[config.mk]
export PLATFORM = sky130hd
export DESIGN_NAME = wloop_seq
export DESIGN_NICKNAME = d
export VERILOG_FILES = /design/src/rtl/wloop_pkg.sv /design/src/rtl/wloop_dualrail_rx.sv /design/src/rtl/wloop_hs_phase.sv /design/src/rtl/wloop_branch_join.sv /design/src/rtl/wloop_seq.sv
export SDC_FILE = /design/constraint.sdc
export NUM_CORES = 1
export LEC_CHECK = 0
export ABC_AREA = 1
export BUFFER_PORTS_ARGS = -buffer_cell sky130_fd_sc_hd__buf_2
export CORE_MARGIN = 3
export CORE_UTILIZATION = 23
export DETAILED_ROUTE_END_ITERATION = 8
export PLACE_DENSITY = 0.52
export SYNTH_ARGS = -nofsm -noshare
export SYNTH_HDL_FRONTEND = slang
export SYNTH_SLANG_ARGS = --single-unit
[constraint.sdc]
create_clock -name clk -period 1.95 [get_ports clk]
set_input_delay 0.2925 -clock clk [delete_from_list [all_inputs] [get_ports clk]]
set_output_delay 0.2925 -clock clk [all_outputs]
set_load 0.01 [all_outputs]
[src/rtl/wloop_pkg.sv]
package wloop_pkg;

    localparam int unsigned NUM_STAGES = 6;
    localparam int unsigned STAGE_W    = $clog2(NUM_STAGES);

    typedef enum logic [STAGE_W-1:0] {
        ST_READ  = 3'd0,
        ST_CALC  = 3'd1,
        ST_TEST  = 3'd2,
        ST_BODY1 = 3'd3,
        ST_BODY2 = 3'd4,
        ST_EXIT  = 3'd5
    } stage_e;

    typedef enum logic {
        PH_ASK  = 1'b0,
        PH_DROP = 1'b1
    } phase_e;

    typedef struct packed {
        stage_e stage;
        phase_e phase;
        logic   flag;
        logic   err;
    } seq_state_t;

endpackage

[src/rtl/wloop_dualrail_rx.sv]
module wloop_dualrail_rx (
    input  logic rail_t,
    input  logic rail_f,
    output logic valid,
    output logic any_high,
    output logic illegal,
    output logic value
);
    always_comb begin
        valid    = rail_t ^ rail_f;
        any_high = rail_t | rail_f;
        illegal  = rail_t & rail_f;
        value    = rail_t & ~rail_f;
    end
endmodule

[src/rtl/wloop_hs_phase.sv]
module wloop_hs_phase
    import wloop_pkg::*;
(
    input  phase_e phase_q,
    input  logic   rise_ok,
    input  logic   still_busy,
    output phase_e phase_d,
    output logic   capture,
    output logic   done
);
    always_comb begin
        phase_d = phase_q;
        capture = 1'b0;
        done    = 1'b0;
        unique case (phase_q)
            PH_ASK: begin
                if (rise_ok) begin
                    phase_d = PH_DROP;
                    capture = 1'b1;
                end
            end
            PH_DROP: begin
                if (!still_busy) begin
                    phase_d = PH_ASK;
                    done    = 1'b1;
                end
            end
            default: phase_d = PH_ASK;
        endcase
    end
endmodule

[src/rtl/wloop_branch_join.sv]
module wloop_branch_join
    import wloop_pkg::*;
#(
    parameter int unsigned BODY_STAGES = 2
) (
    input  stage_e stage_q,
    input  logic   stage_done,
    output logic   join_done
);
    logic body_done;
    logic exit_done;

    generate
        if (BODY_STAGES == 1) begin : g_short_body
            assign body_done = stage_done && (stage_q == ST_BODY1);
        end else begin : g_long_body
            assign body_done = stage_done && (stage_q == ST_BODY2);
        end
    endgenerate

    assign exit_done = stage_done && (stage_q == ST_EXIT);
    assign join_done = body_done | exit_done;
endmodule

[src/rtl/wloop_seq.sv]
module wloop_seq
    import wloop_pkg::*;
#(
    parameter int unsigned BODY_STAGES = 2
) (
    input  logic                  clk,
    input  logic                  rst_n,
    input  logic [NUM_STAGES-1:0] ack,
    input  logic                  flag_t,
    input  logic                  flag_f,
    output logic [NUM_STAGES-1:0] req,
    output logic [STAGE_W-1:0]    stage,
    output logic                  flag_err
);
    localparam bit SHORT_BODY = (BODY_STAGES == 1);

    seq_state_t cur_q, cur_d;

    logic   fl_valid, fl_any, fl_bad, fl_val;
    logic   ack_sel, rise_ok, still_busy;
    logic   capture, done, join_done;
    phase_e phase_d;
    logic   in_test;

    wloop_dualrail_rx u_rx (
        .rail_t   (flag_t),
        .rail_f   (flag_f),
        .valid    (fl_valid),
        .any_high (fl_any),
        .illegal  (fl_bad),
        .value    (fl_val)
    );

    assign in_test    = (cur_q.stage == ST_TEST);
    assign ack_sel    = ack[cur_q.stage];
    assign rise_ok    = in_test ? fl_valid : ack_sel;
    assign still_busy = in_test ? fl_any   : ack_sel;

    wloop_hs_phase u_hs (
        .phase_q    (cur_q.phase),
        .rise_ok    (rise_ok),
        .still_busy (still_busy),
        .phase_d    (phase_d),
        .capture    (capture),
        .done       (done)
    );

    wloop_branch_join #(.BODY_STAGES(BODY_STAGES)) u_join (
        .stage_q    (cur_q.stage),
        .stage_done (done),
        .join_done  (join_done)
    );

    always_comb begin
        cur_d       = cur_q;
        cur_d.phase = phase_d;
        cur_d.err   = in_test && (cur_q.phase == PH_ASK) && fl_bad;
        if (in_test && capture) begin
            cur_d.flag = fl_val;
        end
        if (join_done) begin
            cur_d.stage = ST_READ;
        end else if (done) begin
            unique case (cur_q.stage)
                ST_READ:  cur_d.stage = ST_CALC;
                ST_CALC:  cur_d.stage = ST_TEST;
                ST_TEST:  cur_d.stage = cur_q.flag ? ST_BODY1 : ST_EXIT;
                ST_BODY1: cur_d.stage = SHORT_BODY ? ST_READ : ST_BODY2;
                default:  cur_d.stage = ST_READ;
            endcase
        end
    end

    always_ff @(posedge clk) begin
        if (!rst_n) begin
            cur_q <= '{stage: ST_READ, phase: PH_ASK, flag: 1'b0, err: 1'b0};
        end else begin
            cur_q <= cur_d;
        end
    end

    always_comb begin
        req = '0;
        for (int k = 0; k < NUM_STAGES; k++) begin
            req[k] = (cur_q.phase == PH_ASK) && (cur_q.stage == stage_e'(k));
        end
    end

    assign stage    = cur_q.stage;
    assign flag_err = cur_q.err;

    a_r4_single_req: assert property (@(posedge clk) disable iff (!rst_n)
        $onehot0(req));

    a_r7_illegal_flag: assert property (@(posedge clk) disable iff (!rst_n)
        (in_test && cur_q.phase == PH_ASK && flag_t && flag_f)
            |=> (flag_err && stage == ST_TEST && req[ST_TEST]));

    a_r8_null_holds: assert property (@(posedge clk) disable iff (!rst_n)
        (in_test && cur_q.phase == PH_ASK && !flag_t && !flag_f)
            |=> (stage == ST_TEST && req[ST_TEST]));

    a_r5_true_branch: assert property (@(posedge clk) disable iff (!rst_n)
        (in_test && done && cur_q.flag) |=> (stage == ST_BODY1));

    a_r6_false_branch: assert property (@(posedge clk) disable iff (!rst_n)
        (in_test && done && !cur_q.flag) |=> (stage == ST_EXIT));

    a_r6_join_returns: assert property (@(posedge clk) disable iff (!rst_n)
        join_done |=> (stage == ST_READ));

    a_r2_hold_req: assert property (@(posedge clk) disable iff (!rst_n)
        (!in_test && cur_q.phase == PH_ASK && !ack_sel) |=> $stable(req));

endmodule

Yosys cells after proc, flatten, opt, wreduce, memory -nomap -nowiden
Index checks and enable logic that the tools add are counted.
{ "word_totals": {"elab_cells": 42, "inputBits": 10, "ff_bits": 6} }
{ "classes": {"n_eq_ne": 5, "bitwise_logic": 8, "n_mux": 12, "order_cmp": 1, "reduce_logical": 12} }
{ "op_table": {"columns": ["cell", "count"], "rows": [
  ["3-bit case mux with 4 select lines", 1],
  ["1-bit logical AND", 10],
  ["1-bit two-way mux", 8],
  ["3-bit by 2-bit == test with 1-bit output, second input constant", 2],
  ["3-bit == test, second input constant", 2],
  ["3-bit by 4-bit less-than comparator with 1-bit output, second input constant", 1],
  ["1-bit binary-select mux with 3-bit select", 1],
  ["3-bit by 1-bit == test with 1-bit output, second input constant", 1],
  ["3-bit logical NOT", 1],
  ["3-bit two-way mux", 1],
  ["1-bit inverter", 3],
  ["1-bit AND", 2],
  ["1-bit OR", 2],
  ["1-bit case mux with 2 select lines", 1],
  ["2-bit OR reduction", 1],
  ["1-bit bitwise XOR", 1]
]} }

Longest topological paths before layout
Gate-level depths: netlist of run 1.
{ "depth": {"ltp_word": 8, "depth_mapped": 11, "mapped_depth_nobuf": 10} }

Hierarchy
Synthesis of run 1 repeated with hierarchy kept, for this count alone.
{ "hier_totals": {"cells_unflattened": 75, "area_unflattened_um2": 503.0} }
{ "by_module_without_submodules": {"columns": ["mod", "area_per_inst_um2", "seq_area_each_um2", "n_inst", "cells_per_inst"], "rows": [
  ["wloop_seq", 419.2, 120.1, 1, 61],
  ["wloop_dualrail_rx", 48.8, 0.0, 1, 6],
  ["wloop_hs_phase", 25.0, 0.0, 1, 6],
  ["wloop_branch_join", 10.0, 0.0, 1, 2]
]} }

Least setup slack after synthesis of run 1
OpenSTA, ideal clock, no wires.
{ "synth_path": {"kind": "flip-flop to output port", "startpoint": "register cur_q, in the netlist stage[2]", "endpoint": "output req[4]", "stages_incl_launch_ff": 3, "slack_ns": 0.800, "required_ns": 1.657, "path_buffers": 0, "arrival_time_ns": 0.858, "cell_sequence": "dfxtp_1 inv_2 nor3_1"} }
{ "synth_between": {"elab_chain_len": 2} }
{ "synth_lines": {"columns": ["element", "line", "text"], "rows": [
  ["start, declared", "wloop_seq.sv:17", "seq_state_t cur_q, cur_d;"],
  ["start signal, assigned", "wloop_seq.sv:76", "cur_q <= '{stage: ST_READ, phase: PH_ASK, flag: 1'b0, err: 1'b0};"],
  ["start signal, assigned", "wloop_seq.sv:78", "cur_q <= cur_d;"],
  ["3-bit == test", "wloop_seq.sv:85", "req[k] = (cur_q.phase == PH_ASK) && (cur_q.stage == stage_e'(k));"],
  ["1-bit logical AND", "wloop_seq.sv:85", null],
  ["end, declared", "wloop_seq.sv:11", "output logic [NUM_STAGES-1:0] req,"]
]} }
Every way passes these cells.

Final worst setup path of run 1
{ "layout_path": {"startpoint": "register cur_q, in the netlist stage[0]", "endpoint": "output req[5]"} }
The elaborated chain is that of the path after synthesis.

==> results.py, run 1 <==
metrics = {
    "clock_network": {
        "cts_buffer_depth": 2,
        "clk_pin_slew_ns": 0.05,
        "cts_setup_buffers": 0,
        "clock-sinks": 6,
        "cts_tree": "built",
        "cts_hold_buf": 0,
        "cts_buffers": 3,
        "clock_latency_ns": 0.25,
        "h-tree-depth": 1,
        "cts_resized": 0,
        "cts_root_buf": "clkbuf_4",
    },
    "drt": {
        "wl_per_cell_um": 9.16,
        "drcViolationCount": 0,
        "drtAntennaViolNets": 0,
        "drt-initial-drc-count": 3,
        "drt_wl_total_um": 1150,
        "routed_via_density": 4.30,
        "firstDrtPassIters": 3,
        "vias": 537,
    },
    "finish": {
        "drive_above_1_share_pct": 35.7,
        "nNetsFinal": 113,
        "stdcell_area_um2": 638,
        "area_growth_pct": 21.4,
        "fillCellCount": 234,
        "num_antenna_cells": 0,
    },
    "logic_synthesis": {
        "avgSynthCellArea_um2": 6.49,
        "synth.distinct_cells": 19,
        "synthArstFlopShare_pct": 0,
        "synth_most_common_cell": "nand2_1",
        "synth-seq-cells": 6,
        "synth_cells": 81,
        "synth-edff-count": 0,
        "synth.top_cells.by_count": "nand2_1 (16), inv_1 (11), nor2_1 (9)",
        "ys_seq_area_share_pct": 22.9,
        "synth_ff_type": "dfxtp_1",
        "syn-num-nets": 94,
        "synth_area_um2": 526,
        "yosys.area.top_type_share_pct": 22.9,
        "synth_warnings": 0,
        "synth_top_area_cell": "dfxtp_1",
        "synth.area.top_cells": "dfxtp_1 (23%), nand2_1 (11%), inv_1 (7.9%)",
    },
    "job": {
        "drv_cap": 0,
    },
    "sta": {
        "timing.final.crit_share_pct": 81.8,
        "clock_skew_ns": 0.00370,
        "rsz0062_at_grt": "false",
        "slew_violations": 0,
        "relSlewSlack_pct": 73.1,
        "fmax_mhz": 627,
        "tightest_slew_ns": 0.403,
        "fin_crit_ns": 1.60,
        "finalSetupViolations": 0,
        "hold_violations": 0,
        "finalSetupTns_ns": 0,
    },
    "die": {
        "core_area_mm2": 0.00206,
        "start_util_pct": 25.5,
        "ioPinCount": 20,
        "fp.dieW_um": 53.8,
        "rows": 16,
        "die_y_um": 53.8,
        "dieArea_mm2": 0.00289,
    },
    "placed_design": {
        "routabilityCongestion": 0.704,
        "place_hpwl_um": 969,
        "portBuffers": 18,
        "postPlaceCellArea_um2": 616,
    },
    "critical_path": {
        "critPathArrivalTime_ns": 1.30,
        "crit_type": "reg -> out",
        "path_max_fanout": 9,
        "r2r_setup_slack_ns": 0.58,
        "r2r-start": "stage[0]$_SDFFE_PP0P_",
        "worstPathRequired_ns": 1.66,
        "r2r_end": "stage[1]$_SDFFE_PP0P_",
        "critPathCaptureType": "primary output",
        "crit_path_start_kind": "flip-flop",
        "r2r_cells": 10,
    },
    "hold_path": {
        "min-delay-start": "rst_n",
        "hp-class": "in -> reg",
        "worstHoldPathCells": 3,
        "hold_end": "cur_q[2]$_SDFF_PN0_",
    },
    "grt": {
        "gr-total-overflow": 0,
        "grt_pass1_wl_um": 2060,
        "antenna_found_initial": 0,
        "grt_use_total_pct": 9.70,
        "grt_pass1_vias": 521,
        "grt_max_degree": 10,
    },
    "power": {
        "leakagePower_uw": 0.000334,
        "p_per_area_mw_per_mm2": 510,
        "vdd_drop_max_v": 0.000325,
    },
    "status": {
        "outcome": "completed",
    },
}
worst max-delay path, cell delays in order (launching register included):
cell     delay [ns]
dfxtp_1        0.56
nand2_1        0.18
nor3_1         0.16
buf_2          0.16
state kept, by name (all words and copies together), names as in the netlist:
| register | flops |
|---|---|
| stage | 3 |
| cur_q | 2 |
| flag_err | 1 |
power breakdown:
part / internal (uW) / switching (uW) / total [uW] / leakage [uW]
logic: 28.9 / 43.1 / 72.0 / 0.000271
clock network: 69.9 / 48.4 / 118 / 0.0000138
registers: 127 / 8.30 / 135 / 0.0000487
worst max path at each step:
stage                          startpoint                    end  slack (ns)  cells past startpoint
CTS                 stage[0]$_SDFFE_PP0P_                 req[5]        0.32                      3
floorplan           stage[2]$_SDFFE_PP0P_                 req[4]        0.80                      2
global placement    stage[0]$_SDFFE_PP0P_  stage[0]$_SDFFE_PP0P_        0.60                     10
global route        stage[0]$_SDFFE_PP0P_                 req[5]        0.22                      3
detailed placement  stage[0]$_SDFFE_PP0P_  stage[1]$_SDFFE_PP0P_        0.57                     10
finish              stage[0]$_SDFFE_PP0P_                 req[5]        0.35                      3
layout by cell type (no fill, tap or decap), drive strengths merged:
cell    Yosys  final
dfxtp       6      6
nand2      19     19
nor2       13     13
a21oi       2      2
clkbuf      0      3
nor3        3      3
ha          3      3
buf         4     18
nand3       6      6
inv        15     15
clkinv      1      1
o21ai       4      4
nand4       5      5
per-stage QoR:
stage	util (%)	worst slack (ns)	total power, uW	cells	hold WS, ns
2_1_floorplan	-	0.800	191	81	0.390
3_3_place_gp	29.9	0.597	208	122	0.464
3_5_place_dp	29.9	0.568	211	122	0.462
4_1_cts	30.9	0.315	335	125	0.275
5_1_grt	30.9	0.218	352	125	0.300
6_report	30.9	0.355	326	125	0.279
area by class of cell:
class / instances / area [um^2] / area share (%)
timing repair buffer: 18 / 90.1 / 14.1
inverter: 16 / 60.1 / 9.41
multi-input combinational: 55 / 312 / 48.8
tap: 27 / 33.8 / 5.29
clock buffer: 3 / 22.5 / 3.53
sequential: 6 / 120 / 18.8
per-layer routing:
layer / routed length, um / global-route usage [%]
met4: 0 / 1.28
met3: 61 / 4.16
met1: 517 / 11.3
met2: 566 / 16.7
met5: 0 / 0
logic make-up after synthesis:
kind of cell             after synthesis  share of synthesized area (%)
AO/OA/AOI/OAI                          6                           5.71
adder cells (fa/ha/maj)                3                           7.14
buffers and inverters                 20                           17.9
flip-flops                             6                           22.9
AND/OR/NAND/NOR                       46                           46.4
(Power assumes the default switching activity.)
==> inputs of run 2 (changes only) <==
- ABC_AREA: 1 -> 0
- PLACE_DENSITY: 0.52 -> 0.53
- clock period: 1.95 -> 1.3 ns (I/O delays scaled with it)
==> run 2 against run 1 <==
Compared with the run above: the flow now finishes with violations (negative setup slack); die area increased by 0.43%; sequential power increased by 71%; register-to-register slack got worse by 0.66 ns; count of clock-buffer cells in the layout unchanged; worst hold slack got worse by 0.057 ns; non-clock buffer count increased by 15; total power increased by 120%; cell count decreased by 8.8%; flip-flop and latch count unchanged; first-iteration DRC count increased by 130%; area after synthesis increased by 0.48%; setup slack got worse by 0.44 ns.
==> results.py, run 2 <==
metrics = {
    "status": {
        "outcome": "complete, but fails checks",
        "violations": "negative setup slack",
    },
    "logic_synthesis": {
        "synth-xor-area-share_pct": 0,
        "synth_area_um2": 528,
        "synthSimpleGateAreaFrac_pct": 31.8,
        "synth-edff-count": 0,
        "synth_most_common_cell": "dfxtp_1",
        "synth_adder_area_share_pct": 7.11,
        "synth.distinct_cells": 35,
        "muxShareOfSynthArea_pct": 9.24,
        "synth.top_cells.by_count": "dfxtp_1 (6), buf_4 (5), nand2_1 (4)",
        "synth_cells": 58,
        "syn-num-nets": 71,
        "synthArstFlopShare_pct": 0,
        "synth_ff_type": "dfxtp_1",
        "synth_top_family_by_area": "simple AND/OR/NAND/NOR gates",
        "synth_top_area_cell": "dfxtp_1",
        "ys_seq_area_share_pct": 22.7,
        "yosys.area.top_type_share_pct": 22.7,
        "synth-seq-cells": 6,
        "synth-compound-area-share_pct": 16.8,
        "synth_warnings": 0,
        "avgSynthCellArea_um2": 9.10,
        "synth.area.top_cells": "dfxtp_1 (23%), buf_4 (7.1%), ha_1 (7.1%)",
    },
    "drt": {
        "firstDrtPassIters": 5,
        "drt-initial-drc-count": 7,
        "vias": 517,
        "drcViolationCount": 0,
        "routed_via_density": 4.54,
        "drt_wl_total_um": 1340,
        "wl_per_cell_um": 11.7,
        "drtAntennaViolNets": 0,
    },
    "critical_path": {
        "crit_start": "stage[0]$_SDFFE_PP0P_",
        "worstPathRequired_ns": 1.46,
        "crit_buf_inv": 1,
        "crit_path_start_kind": "flip-flop",
        "r2r-start": "stage[0]$_SDFFE_PP0P_",
        "critPathArrivalTime_ns": 1.55,
        "max_stage_delay_ns": 0.41,
        "cp_top_family": "flip-flops",
        "critPathCaptureType": "flip-flop",
        "slowest_stage": "dfxtp_4",
        "crit_path_cell_trace": "buf_6 > mux2_4 > or3_1 > a21boi_1",
        "path_max_fanout": 6,
        "r2r_setup_slack_ns": -0.08,
        "crit_type": "reg -> reg",
    },
    "sta": {
        "slew_violations": 0,
        "tightest_slew_ns": 0.276,
        "setup_ws_ns": -0.0831,
        "hold_violations": 0,
        "clock_skew_ns": 0.00337,
        "timing.final.crit_share_pct": 106,
        "rsz0062_at_grt": "true",
        "fin_crit_ns": 1.38,
        "finalSetupViolations": 9,
        "fmax_mhz": 723,
        "relSlewSlack_pct": 81.6,
    },
    "clock_network": {
        "cts_root_buf": "clkbuf_4",
        "clock_latency_ns": 0.24,
        "cts_buffer_depth": 2,
        "h-tree-depth": 1,
        "cts_buffers": 3,
        "cts_tree": "built",
        "clk_pin_slew_ns": 0.04,
        "cts_hold_buf": 0,
        "clock-sinks": 6,
    },
    "die": {
        "core_area_mm2": 0.00206,
        "dieArea_mm2": 0.00291,
        "ioPinCount": 20,
        "die_y_um": 53.9,
        "rows": 16,
        "start_util_pct": 25.6,
        "fp.dieW_um": 53.9,
    },
    "finish": {
        "drive_above_1_share_pct": 63.2,
        "final_common_cell": "buf_2",
        "nNetsFinal": 102,
        "num_antenna_cells": 0,
        "area_growth_pct": 53.3,
        "regArea_um2": 133,
        "multi_input_area_um2": 384,
        "fillCellCount": 214,
        "largest_reg_flops": 3,
        "stdcell_area_um2": 810,
        "final_cell_mix": "buf_2 (18), buf_4 (9), buf_6 (6)",
    },
    "hold_path": {
        "hp-class": "in -> reg",
        "min-delay-start": "rst_n",
    },
    "placed_design": {
        "portBuffers": 18,
        "postPlaceCellArea_um2": 682,
        "place_hpwl_um": 1010,
        "pre_cts_ws_ns": -0.148,
        "routabilityCongestion": 0.784,
    },
    "power": {
        "p_per_area_mw_per_mm2": 866,
        "vdd_drop_max_v": 0.000609,
        "leakagePower_uw": 0.000363,
    },
    "job": {
        "drv_cap": 0,
    },
    "grt": {
        "gr-total-overflow": 0,
        "grt_pass1_vias": 477,
        "antenna_found_initial": 0,
        "grt_max_degree": 11,
        "grt_pass1_wl_um": 2030,
        "grt_use_total_pct": 9.29,
    },
}
-- run 2: logic make-up (layout without fill, tap and decap cells) --
kind of cell	after synthesis	in the layout
adders and majority gates	3	3
muxes	3	3
and+or+nand+nor	25	25
AOI/OAI and AO/OA	11	11
DFF	6	6
buffers and inverters	10	39
-- run 2: worst paths after layout --
kind / to / cells after the start
setup / recovery: stage[2]$_SDFFE_PP0P_ / 4
setup reg to reg: stage[2]$_SDFFE_PP0P_ / 4
hold reg to reg: cur_q[1]$_SDFFE_PN0P_ / 2
hold / removal: stage[0]$_SDFFE_PP0P_ / 2
-- run 2: area by class of cell --
type | instances | area share, %
Multi-Input combinational cell | 42 | 47.4
Timing Repair Buffer | 33 | 27.8
Sequential cell | 6 | 16.4
Tap cell | 27 | 4.17
Clock buffer | 3 | 2.78
Inverter | 3 | 1.39
-- run 2: through the flow --
stage	instances	hold WS, ns	total power (uW)	TNS [ns]	util [%]
after floorplan	58	0.313	403	0	-
after global placement	107	0.472	474	-0.345	33.1
after detailed placement	107	0.475	479	-0.430	33.1
after CTS	113	0.214	688	-0.526	38.1
after global routing	114	0.222	756	-0.984	39.3
final	114	0.222	701	-0.399	39.3
-- run 2: what timing repair did --
action,in CTS,in global routing
endpoints found under the setup margin,9,10
resized for setup,16,6
pin swaps,3,4
buffers inserted,4,1
-- run 2: power breakdown --
group / total (uW) / internal, uW / switching (uW)
registers: 231 / 202 / 28.8
logic: 308 / 172 / 136
clock network: 163 / 104 / 58.7
-- run 2: layer usage --
| layer | track usage (%) | vias to the layer above | part of all wire [%] | wire length [um] |
|---|---|---|---|---|
| li1 | - | 264 | - | - |
| met1 | 10.3 | 234 | 42 | 562 |
| met2 | 17.7 | 19 | 49 | 660 |
| met3 | 2.49 | 0 | 8.5 | 114 |
| met4 | 1.28 | 0 | 0 | 0 |
| met5 | 0 | - | 0 | 0 |
==> inputs of run 3 (changes only) <==
- CORE_ASPECT_RATIO: not set -> 1.5
- CORE_MARGIN: 3 -> 8
- clock period: 1.3 -> 1.2 ns (I/O delays scaled with it)
==> run 3 against run 2 <==
Compared with the run above: the flow still finishes with violations (negative setup slack); core utilization increased by 4.0 points; sequential power is 5% higher; cell count increased by 4.4%; first-iteration DRC count is 140% higher; final area rose by 18%; worst hold slack got worse by 0.020 ns; clock power is 17% higher; count of clock-buffer cells in the layout unchanged; total power increased by 26%; combinational power is 46% higher; global-route usage fell by 1.0 points; die area is 42% higher; largest power group unchanged; highest routed layer unchanged.
==> results.py, run 3 (synthesis gave the netlist of run 2 again) <==
metrics = {
    "die": {
        "core_area_mm2": 0.00221,
        "ioPinCount": 20,
        "start_util_pct": 23.9,
        "rows": 21,
        "fp.dieW_um": 55.1,
        "die_y_um": 74.7,
        "dieArea_mm2": 0.00412,
    },
    "sta": {
        "finalSetupViolations": 10,
        "rsz0062_at_grt": "true",
        "slew_violations": 0,
        "timing.final.crit_share_pct": 118,
        "fmax_mhz": 709,
        "clock_skew_ns": 0.00457,
        "relSlewSlack_pct": 83.5,
        "setup_ws_ns": -0.211,
        "hold_violations": 0,
        "fin_crit_ns": 1.41,
        "tightest_slew_ns": 0.248,
    },
    "clock_network": {
        "cts_root_buf": "clkbuf_4",
        "clk_pin_slew_ns": 0.05,
        "h-tree-depth": 1,
        "cts_buffers": 3,
        "clock-sinks": 6,
        "clock_latency_ns": 0.25,
        "cts_tree": "built",
        "cts_buffer_depth": 2,
    },
    "critical_path": {
        "crit_buf_inv": 1,
        "crit_path_start_kind": "flip-flop",
        "crit_start": "stage[0]$_SDFFE_PP0P_",
        "crit_type": "reg -> reg",
        "critPathCaptureType": "flip-flop",
        "slowest_stage": "dfxtp_4",
        "path_max_fanout": 6,
        "crit_path_cell_trace": "buf_8 > mux2i_4 > o221ai_4 > or3_1 > a21boi_1",
        "cp_top_family": "flip-flops",
        "worstPathRequired_ns": 1.37,
        "critPathArrivalTime_ns": 1.58,
        "max_stage_delay_ns": 0.37,
        "r2r-start": "stage[0]$_SDFFE_PP0P_",
    },
    "placed_design": {
        "portBuffers": 18,
        "place_hpwl_um": 1140,
        "routabilityCongestion": 0.747,
        "pre_cts_ws_ns": -0.211,
    },
    "power": {
        "leakagePower_uw": 0.000428,
        "vdd_drop_max_v": 0.000409,
        "p_per_area_mw_per_mm2": 924,
    },
    "grt": {
        "gr-total-overflow": 0,
        "grt_max_degree": 9,
        "grt_pass1_wl_um": 2510,
        "grt_pass1_vias": 575,
        "antenna_found_initial": 0,
        "grt_use_total_pct": 8.26,
    },
    "drt": {
        "drcViolationCount": 0,
        "drt_wl_total_um": 1590,
        "routed_via_density": 4.70,
        "vias": 559,
        "firstDrtPassIters": 4,
        "wl_per_cell_um": 13.4,
        "drtAntennaViolNets": 0,
        "drt-initial-drc-count": 17,
    },
    "finish": {
        "multi_input_area_um2": 440,
        "final_cell_mix": "buf_4 (17), buf_2 (16), buf_6 (7)",
        "nNetsFinal": 111,
        "largest_reg_flops": 3,
        "utilization_pct": 43.3,
        "fillCellCount": 228,
        "regArea_um2": 135,
        "num_antenna_cells": 0,
        "final_common_cell": "buf_4",
        "drive_above_1_share_pct": 70.8,
        "area_growth_pct": 80.8,
    },
    "hold_path": {
        "hp-class": "in -> reg",
        "min-delay-start": "rst_n",
    },
    "job": {
        "drv_cap": 0,
    },
    "status": {
        "violations": "negative setup slack",
        "outcome": "complete, but fails checks",
    },
}
==> run 3: changes by cell type in the layout (fill, tap and decap cells not counted), sizes merged <==
| cell | previous run | this run |
|---|---|---|
| buf | 33 | 42 |
==> run 3: where the power goes <==
group / internal [uW] / switching (uW) / total, uW
Combinational: 257 / 193 / 450
Clock: 113 / 76.7 / 190
Sequential: 216 / 25.5 / 242
==> run 3: worst paths after layout <==
kind,cells after the start,slack (ns),endpoint
worst max-delay path,5,-0.21,stage[2]$_SDFFE_PP0P_
worst min-delay path,2,0.20,stage[0]$_SDFFE_PP0P_
worst max register to register,5,-0.21,stage[2]$_SDFFE_PP0P_
worst min register to register,3,0.59,cur_q[1]$_SDFFE_PN0P_
==> run 3: repair_timing <==
action | 4_1_cts | 5_1_grt
gates resized for setup | 17 | 18
pin swaps | 3 | 9
hold buffers | 0 | 0
setup buffers | 5 | 4
endpoints found under the setup margin | 13 | 13
==> run 3: layer usage <==
metal,part of all wire [%],vias to the layer above,GRT usage (%)
li1,-,280,-
met3,8.3,0,3.56
met1,35,263,7.61
met2,56,16,15.0
met4,0,0,3.22
met5,0,-,0
==> run 3: worst reg2reg max path, cell delays in order (launching register included) <==
cell      delay (ns)
dfxtp_4         0.37
buf_8           0.13
mux2i_4         0.25
o221ai_4        0.15
or3_1           0.32
a21boi_1        0.11
==> run 3: metrics by stage <==
step / TNS, ns / instances / hold WS (ns) / total power, uW / cell area (um^2)
final: -1.52 / 119 / 0.202 / 882 / 955
after global routing: -2.13 / 119 / 0.203 / 944 / 955
after CTS: -2.00 / 116 / 0.197 / 816 / 851
after detailed placement: -0.982 / 108 / 0.466 / 540 / 721
after global placement: -0.866 / 108 / 0.467 / 537 / 721
after floorplan: -0.266 / 58 / 0.298 / 444 / 538
==> run 3: cell type report <==
cell class	instances	area share (%)
Sequential cell	6	14.2
Timing Repair Buffer	42	33.2
Inverter	3	1.18
Multi-Input combinational cell	42	46.1
Tap cell	23	3.01
Clock buffer	3	2.36
